**src/rtl/secmode_pkg.sv**
```systemverilog
package secmode_pkg;

   localparam int KIND_W = 3;

   typedef enum logic [1:0] {
      MODE_STD = 2'b00,
      MODE_SEC = 2'b01,
      MODE_SUS = 2'b10
   } sec_mode_e;

   typedef enum logic [KIND_W-1:0] {
      RK_OPEN   = 3'd0,
      RK_RO_VER = 3'd1,
      RK_RO_ENC = 3'd2,
      RK_RW_VER = 3'd3,
      RK_RW_ENC = 3'd4
   } rgn_kind_e;

   typedef struct packed {
      logic allow;
      logic fault;
      logic verify;
      logic encrypt;
   } verdict_t;

   // Codes above the last defined kind fall back to unprotected
   function automatic rgn_kind_e kind_sanitize(logic [KIND_W-1:0] raw);
      if (raw > KIND_W'(RK_RW_ENC)) return RK_OPEN;
      return rgn_kind_e'(raw);
   endfunction

endpackage

```
**src/rtl/secmode_rgn_match.sv**
```systemverilog
module secmode_rgn_match
   import secmode_pkg::*;
#(
   parameter int ADDR_W = 16,
   parameter int N_RGN  = 4
) (
   input  logic [ADDR_W-1:0]       addr,
   input  logic [N_RGN*ADDR_W-1:0] base,
   input  logic [N_RGN*ADDR_W-1:0] limit,
   input  logic [N_RGN*KIND_W-1:0] kinds,
   output rgn_kind_e               hit_kind
);

   logic [N_RGN-1:0]  hit;
   logic [KIND_W-1:0] kind_a [N_RGN];

   for (genvar i = 0; i < N_RGN; i++) begin : g_cmp
      assign hit[i]    = (addr >= base[i*ADDR_W +: ADDR_W]) &&
                         (addr <= limit[i*ADDR_W +: ADDR_W]);
      assign kind_a[i] = kinds[i*KIND_W +: KIND_W];
   end

   // Scan from the top so the lowest index hit is the last to write
   always_comb begin
      hit_kind = RK_OPEN;
      for (int i = N_RGN - 1; i >= 0; i--) begin
         if (hit[i]) hit_kind = kind_sanitize(kind_a[i]);
      end
   end

endmodule

```
**src/rtl/secmode_policy.sv**
```systemverilog
module secmode_policy
   import secmode_pkg::*;
(
   input  sec_mode_e mode,
   input  rgn_kind_e kind,
   input  logic      is_write,
   input  logic      is_fetch,
   output verdict_t  verdict
);

   logic eff_write;
   logic prot;
   logic ro;
   logic enc;

   assign eff_write = is_write && !is_fetch;
   assign prot      = (kind != RK_OPEN);
   assign ro        = (kind == RK_RO_VER) || (kind == RK_RO_ENC);
   assign enc       = (kind == RK_RO_ENC) || (kind == RK_RW_ENC);

   always_comb begin
      verdict = '0;
      if (ro && eff_write) begin
         verdict.fault = 1'b1;
      end else if (prot && mode != MODE_SEC) begin
         verdict.fault = 1'b1;
      end else begin
         verdict.allow   = 1'b1;
         verdict.verify  = prot;
         verdict.encrypt = enc;
      end
   end

endmodule

```
**src/rtl/secmode_fsm.sv**
```systemverilog
module secmode_fsm
   import secmode_pkg::*;
(
   input  logic      clk,
   input  logic      rst_n,
   input  logic      req_enter,
   input  logic      hash_done,
   input  logic      req_suspend,
   input  logic      req_resume,
   input  logic      resume_hit,
   input  logic      kill,
   output sec_mode_e mode_q,
   output logic      hash_start
);

   logic pend_q;

   always_ff @(posedge clk or negedge rst_n) begin
      if (!rst_n) begin
         mode_q     <= MODE_STD;
         pend_q     <= 1'b0;
         hash_start <= 1'b0;
      end else begin
         hash_start <= 1'b0;
         if (kill) begin
            mode_q <= MODE_STD;
            pend_q <= 1'b0;
         end else begin
            case (mode_q)
               MODE_STD: begin
                  if (pend_q && hash_done) begin
                     mode_q <= MODE_SEC;
                     pend_q <= 1'b0;
                  end else if (req_enter && !pend_q) begin
                     pend_q     <= 1'b1;
                     hash_start <= 1'b1;
                  end
               end
               MODE_SEC: if (req_suspend) mode_q <= MODE_SUS;
               MODE_SUS: if (req_resume && resume_hit) mode_q <= MODE_SEC;
               default:  mode_q <= MODE_STD;
            endcase
         end
      end
   end


   mode_legal_chk: assert property (@(posedge clk) disable iff (!rst_n)
      mode_q != 2'b11);


   hash_in_std_chk: assert property (@(posedge clk) disable iff (!rst_n)
      hash_start |-> mode_q == MODE_STD);


   entry_gate_chk: assert property (@(posedge clk) disable iff (!rst_n)
      (mode_q == MODE_STD && !(pend_q && hash_done)) |=> mode_q != MODE_SEC);


   resume_gate_chk: assert property (@(posedge clk) disable iff (!rst_n)
      (mode_q == MODE_SUS && !(req_resume && resume_hit)) |=> mode_q != MODE_SEC);


   kill_to_std_chk: assert property (@(posedge clk) disable iff (!rst_n)
      kill |=> mode_q == MODE_STD);

endmodule

```
**src/rtl/secmode_guard.sv**
```systemverilog
module secmode_guard
   import secmode_pkg::*;
#(
   parameter int ADDR_W = 16,
   parameter int N_RGN  = 4
) (
   input  logic                     clk,
   input  logic                     rst_n,
   input  logic                     acc_valid,
   input  logic [ADDR_W-1:0]        acc_addr,
   input  logic                     acc_write,
   input  logic                     acc_fetch,
   input  logic                     req_enter,
   input  logic                     hash_done,
   input  logic                     req_suspend,
   input  logic                     req_resume,
   input  logic [ADDR_W-1:0]        resume_target,
   input  logic                     integ_abort,
   input  logic [ADDR_W-1:0]        resume_addr,
   input  logic [N_RGN*ADDR_W-1:0]  rgn_base,
   input  logic [N_RGN*ADDR_W-1:0]  rgn_limit,
   input  logic [N_RGN*KIND_W-1:0]  rgn_kind,
   output logic [1:0]               mode,
   output logic                     hash_start,
   output logic                     resp_valid,
   output logic                     resp_allow,
   output logic                     resp_fault,
   output logic                     resp_verify,
   output logic                     resp_encrypt
);

   if (ADDR_W < 4 || ADDR_W > 64) begin : g_bad_addr_w
      $error("secmode_guard: ADDR_W must lie in 4..64");
   end
   if (N_RGN < 1 || N_RGN > 64) begin : g_bad_n_rgn
      $error("secmode_guard: N_RGN must lie in 1..64");
   end

   rgn_kind_e hit_kind;
   verdict_t  verdict;
   sec_mode_e mode_q;
   logic      kill;
   logic      resume_hit;

   secmode_rgn_match #(.ADDR_W(ADDR_W), .N_RGN(N_RGN)) u_match (
      .addr     (acc_addr),
      .base     (rgn_base),
      .limit    (rgn_limit),
      .kinds    (rgn_kind),
      .hit_kind (hit_kind)
   );

   secmode_policy u_policy (
      .mode     (mode_q),
      .kind     (hit_kind),
      .is_write (acc_write),
      .is_fetch (acc_fetch),
      .verdict  (verdict)
   );

   assign resume_hit = (resume_target == resume_addr);
   assign kill       = integ_abort || (acc_valid && verdict.fault);

   secmode_fsm u_fsm (
      .clk         (clk),
      .rst_n       (rst_n),
      .req_enter   (req_enter),
      .hash_done   (hash_done),
      .req_suspend (req_suspend),
      .req_resume  (req_resume),
      .resume_hit  (resume_hit),
      .kill        (kill),
      .mode_q      (mode_q),
      .hash_start  (hash_start)
   );

   assign mode = mode_q;

   always_ff @(posedge clk or negedge rst_n) begin
      if (!rst_n) begin
         resp_valid   <= 1'b0;
         resp_allow   <= 1'b0;
         resp_fault   <= 1'b0;
         resp_verify  <= 1'b0;
         resp_encrypt <= 1'b0;
      end else begin
         resp_valid   <= acc_valid;
         resp_allow   <= acc_valid && verdict.allow;
         resp_fault   <= acc_valid && verdict.fault;
         resp_verify  <= acc_valid && verdict.verify;
         resp_encrypt <= acc_valid && verdict.encrypt;
      end
   end


   resp_follow_chk: assert property (@(posedge clk) disable iff (!rst_n)
      acc_valid |=> resp_valid);


   one_verdict_chk: assert property (@(posedge clk) disable iff (!rst_n)
      resp_valid |-> $countones({resp_allow, resp_fault}) == 1);


   quiet_idle_chk: assert property (@(posedge clk) disable iff (!rst_n)
      !resp_valid |-> !(resp_allow || resp_fault || resp_verify || resp_encrypt));


   enc_has_ver_chk: assert property (@(posedge clk) disable iff (!rst_n)
      resp_encrypt |-> resp_verify);


   fault_bare_chk: assert property (@(posedge clk) disable iff (!rst_n)
      resp_fault |-> !(resp_verify || resp_encrypt));


   fault_std_chk: assert property (@(posedge clk) disable iff (!rst_n)
      resp_fault |-> mode == 2'b00);

endmodule

```
**config.mk**
```make
export PLATFORM = sky130hd
export DESIGN_NAME = secmode_guard
export DESIGN_NICKNAME = d
export VERILOG_FILES = /design/src/rtl/secmode_pkg.sv /design/src/rtl/secmode_rgn_match.sv /design/src/rtl/secmode_policy.sv /design/src/rtl/secmode_fsm.sv /design/src/rtl/secmode_guard.sv
export SDC_FILE = /design/constraint.sdc
export NUM_CORES = 1
export LEC_CHECK = 0
export ABC_CLOCK_PERIOD_IN_PS = 2700
export BUFFER_PORTS_ARGS = -buffer_cell sky130_fd_sc_hd__buf_2
export CELL_PAD_IN_SITES_DETAIL_PLACEMENT = 0
export CELL_PAD_IN_SITES_GLOBAL_PLACEMENT = 2
export CORE_UTILIZATION = 27
export CTS_BUF_LIST = sky130_fd_sc_hd__clkbuf_4
export DETAILED_ROUTE_END_ITERATION = 10
export PLACE_DENSITY_LB_ADDON = 0.3
export SKIP_LAST_GASP = 1
export SLEW_MARGIN = 25
export SYNTH_ARGS = -nofsm -noshare
export SYNTH_HDL_FRONTEND = slang
export SYNTH_SLANG_ARGS = --single-unit
```
**constraint.sdc**
```tcl
create_clock -name clk -period 2.7 [get_ports clk]
set_input_delay 0.675 -clock clk [delete_from_list [all_inputs] [get_ports clk]]
set_output_delay 0.675 -clock clk [all_outputs]
set_load 0.03 [all_outputs]
```
==> results.py <==
metrics = {
    "setup_path": {
        "critPathMaxFanout": 5,
        "start_kind": "input port",
        "worst-path-stages": 11,
        "arrival_ns": 3.35,
        "crit_buf_inv": 2,
        "slowest_stage": "or3_4",
        "cp_data_required_time_ns": 2.88,
        "critPathMaxStageDelay_ns": 0.38,
        "rrSetupSlack_ns": 0.97,
        "timing.rr.start": "u_fsm.mode_q[1]",
        "critPathKind": "input port to flop",
        "cpLargestDelayFamily": "simple AND/OR/NAND/NOR gates",
        "reg2reg_depth": 7,
        "rr_endpoint": "u_fsm.mode_q[1]",
        "cpMostUsedCell": "buf_4",
        "end_kind": "flop",
        "crit_path_cell_trace": "buf_4 > ha_4 > nand4_1 > nor4_2 > buf_4 > nor2_4 > or3_4 > a311o_1 > a32oi_4 > or3b_1 > a21oi_1",
    },
    "logic_synthesis": {
        "synth-edff-count": 0,
        "ys_ff_latch": 9,
        "syn_nets": 858,
        "synthFlopType": "dfrtp_1",
        "ys_types": 49,
        "synth_area_per_cell_um2": 7.49,
        "ys_warn_count": 0,
        "syn_inst": 532,
        "async_flop_share": 1.00,
        "yosysSeqAreaShare": 0.0565,
        "netlist_area_um2": 3990,
    },
    "final_layout": {
        "syn2layout_area_growth_pct": 65.9,
        "fin_nets": 1142,
        "final_common_cell": "buf_2",
        "fillers": 1494,
        "layout-drive-gt1-share": 0.437,
        "insertedDiodeCount": 0,
        "ff_latch_area_um2": 225,
        "fin_area_um2": 6610,
        "layout_common_cells": "buf_2, inv_1, ha_1",
        "multi_input_area_um2": 3900,
    },
    "clock_tree": {
        "cts_made_buffers": 3,
        "clk_latency_ns": 0.25,
        "path_clk_slew_ns": 0.06,
        "cts_root_buffer": "clkbuf_4",
        "clock_path_buffers": 2,
        "cts_tree": "done",
        "htree_num_levels": 1,
        "clock-sinks": 9,
    },
    "global_route": {
        "antenna_found_initial": 0,
        "grt_pass1_wl_mm": 22.9,
        "grt_pass1_vias": 4849,
        "grt_max_degree": 11,
        "gr-usage-met1": 0.257,
        "top_usage_layer": "met2",
        "grt_overflow": 0,
        "grtUsageMet2": 0.348,
        "grtUsageMet3": 0.0171,
        "grtUsageTotal": 0.195,
    },
    "run_status": {
        "status": "complete, but fails checks",
        "violations": "setup timing",
    },
    "timing": {
        "hold_slack_ns": 0.261,
        "hold_viol": 0,
        "fin_skew_ns": 0.00442,
        "slew_violations": 0,
        "period_needed_ns": 3.17,
        "setup_slack_ns": -0.472,
        "setup-violations-final": 8,
        "rsz0062_at_grt": "yes",
        "final_min_period_over_clock_period": 1.17,
        "tightest_slew_ns": 0.468,
        "slew_headroom": 0.685,
        "fmax_mhz": 315,
        "fin_setup_tns_ns": -3.26,
    },
    "routing": {
        "firstDrtPassIters": 4,
        "vias": 4739,
        "drcViolationCount": 0,
        "wl_per_cell_um": 15.2,
        "drt-total-wl_mm": 15.2,
        "initialDrtViolationCount": 108,
        "antenna_left": 0,
        "via_per_inst": 4.74,
    },
    "floorplan": {
        "core-area_um2": 14500,
        "die_h_um": 124,
        "die_w_um": 124,
        "row_count": 44,
        "start_util": 0.275,
        "die_area_um2": 15300,
        "io_pins": 206,
    },
    "power_and_ir_drop": {
        "leakagePower_nw": 3.64,
        "power_density_nw_per_um2": 224,
        "power_mw": 1.48,
        "ir_drop_v": 0.000140,
    },
    "placement": {
        "dp_hpwl_mm": 13.3,
        "gp_congestion": 0.901,
        "placed_cell_area_um2": 5710,
        "io_buffers": 205,
    },
    "run": {
        "maxCapViolations": 0,
    },
    "worst_hold_path": {
        "hp-class": "input port to asynchronous set/reset pin",
    },
}
-- worst max path at each step --
stage                       from                to  slack [ns]
finish              acc_addr[11]      resp_encrypt       -0.47
global route         acc_addr[5]  u_fsm.hash_start       -0.59
CTS                  acc_addr[2]  u_fsm.hash_start       -0.46
detailed placement  acc_addr[14]   u_fsm.mode_q[1]       -0.97
global placement     acc_addr[5]      resp_encrypt       -0.84
floorplan            acc_addr[0]      resp_encrypt       -0.45
-- where the power goes --
group	internal (mW)	leakage, nW	switching (mW)
clock	0.0666	0.0184	0.0412
combinational	0.595	3.50	0.604
sequential	0.156	0.119	0.0204
-- kinds of logic (layout without fill, tap and decap cells) --
kind of cell | after synthesis | in the layout | synth area share
AND/OR/NAND/NOR | 127 | 127 | 0.168
XOR/XNOR | 16 | 16 | 0.0352
multiplexers | 1 | 1 | 0.00251
adder cells (fa/ha/maj) | 129 | 129 | 0.404
AO/OA/AOI/OAI | 123 | 123 | 0.214
flip-flops | 9 | 9 | 0.0565
buffers and inverters | 127 | 410 | 0.120
-- synth_stat cells (8+ instances only) --
cell	count	area share
inv_1	126	0.12
nand2_1	21	0.020
nor4_1	14	0.022
ha_1	128	0.40
o21ai_0	12	0.015
nor2b_1	8	0.013
xor2_1	12	0.026
a21oi_1	51	0.064
nor2_1	24	0.023
nand4_1	22	0.035
nand3_1	16	0.020
dfrtp_1	9	0.056
nor3_1	8	0.010
a21o_1	10	0.019
-- area by class of cell --
cell class	count	share of cell area
Inverter	126	0.0715
Timing Repair Buffer	280	0.266
Sequential cell	9	0.0341
Tap cell	184	0.0348
Clock buffer	4	0.00454
Multi-Input combinational cell	396	0.590
-- per-stage QoR --
stage / cells / setup slack [ns] / util
after CTS: 996 / -0.459 / 0.431
after global placement: 980 / -0.842 / 0.394
after detailed placement: 980 / -0.968 / 0.394
after global routing: 999 / -0.590 / 0.457
final: 999 / -0.472 / 0.457
after floorplan: 532 / -0.455 / -
-- routing by layer --
| layer | routed length, um | vias to the layer above |
|---|---|---|
| met5 | 0 | - |
| met4 | 206 | 0 |
| met3 | 737 | 13 |
| met2 | 7060 | 156 |
| met1 | 7150 | 2106 |
| li1 | - | 2464 |
-- timing repair --
action / 4_1_cts / 5_1_grt
buffers inserted: 12 / 4
endpoints found under the setup margin: 8 / 8
hold buffers: 0 / 0
gates resized for setup: 74 / 48
pin swaps: 29 / 22
-- registers in the layout, indices dropped and copies added, names as in the netlist --
signal	cells
resp_fault	1
resp_valid	1
u_fsm.hash_start	1
u_fsm.pend_q	1
resp_verify	1
u_fsm.mode_q	2
resp_allow	1
resp_encrypt	1
(Power assumes the default switching activity.)
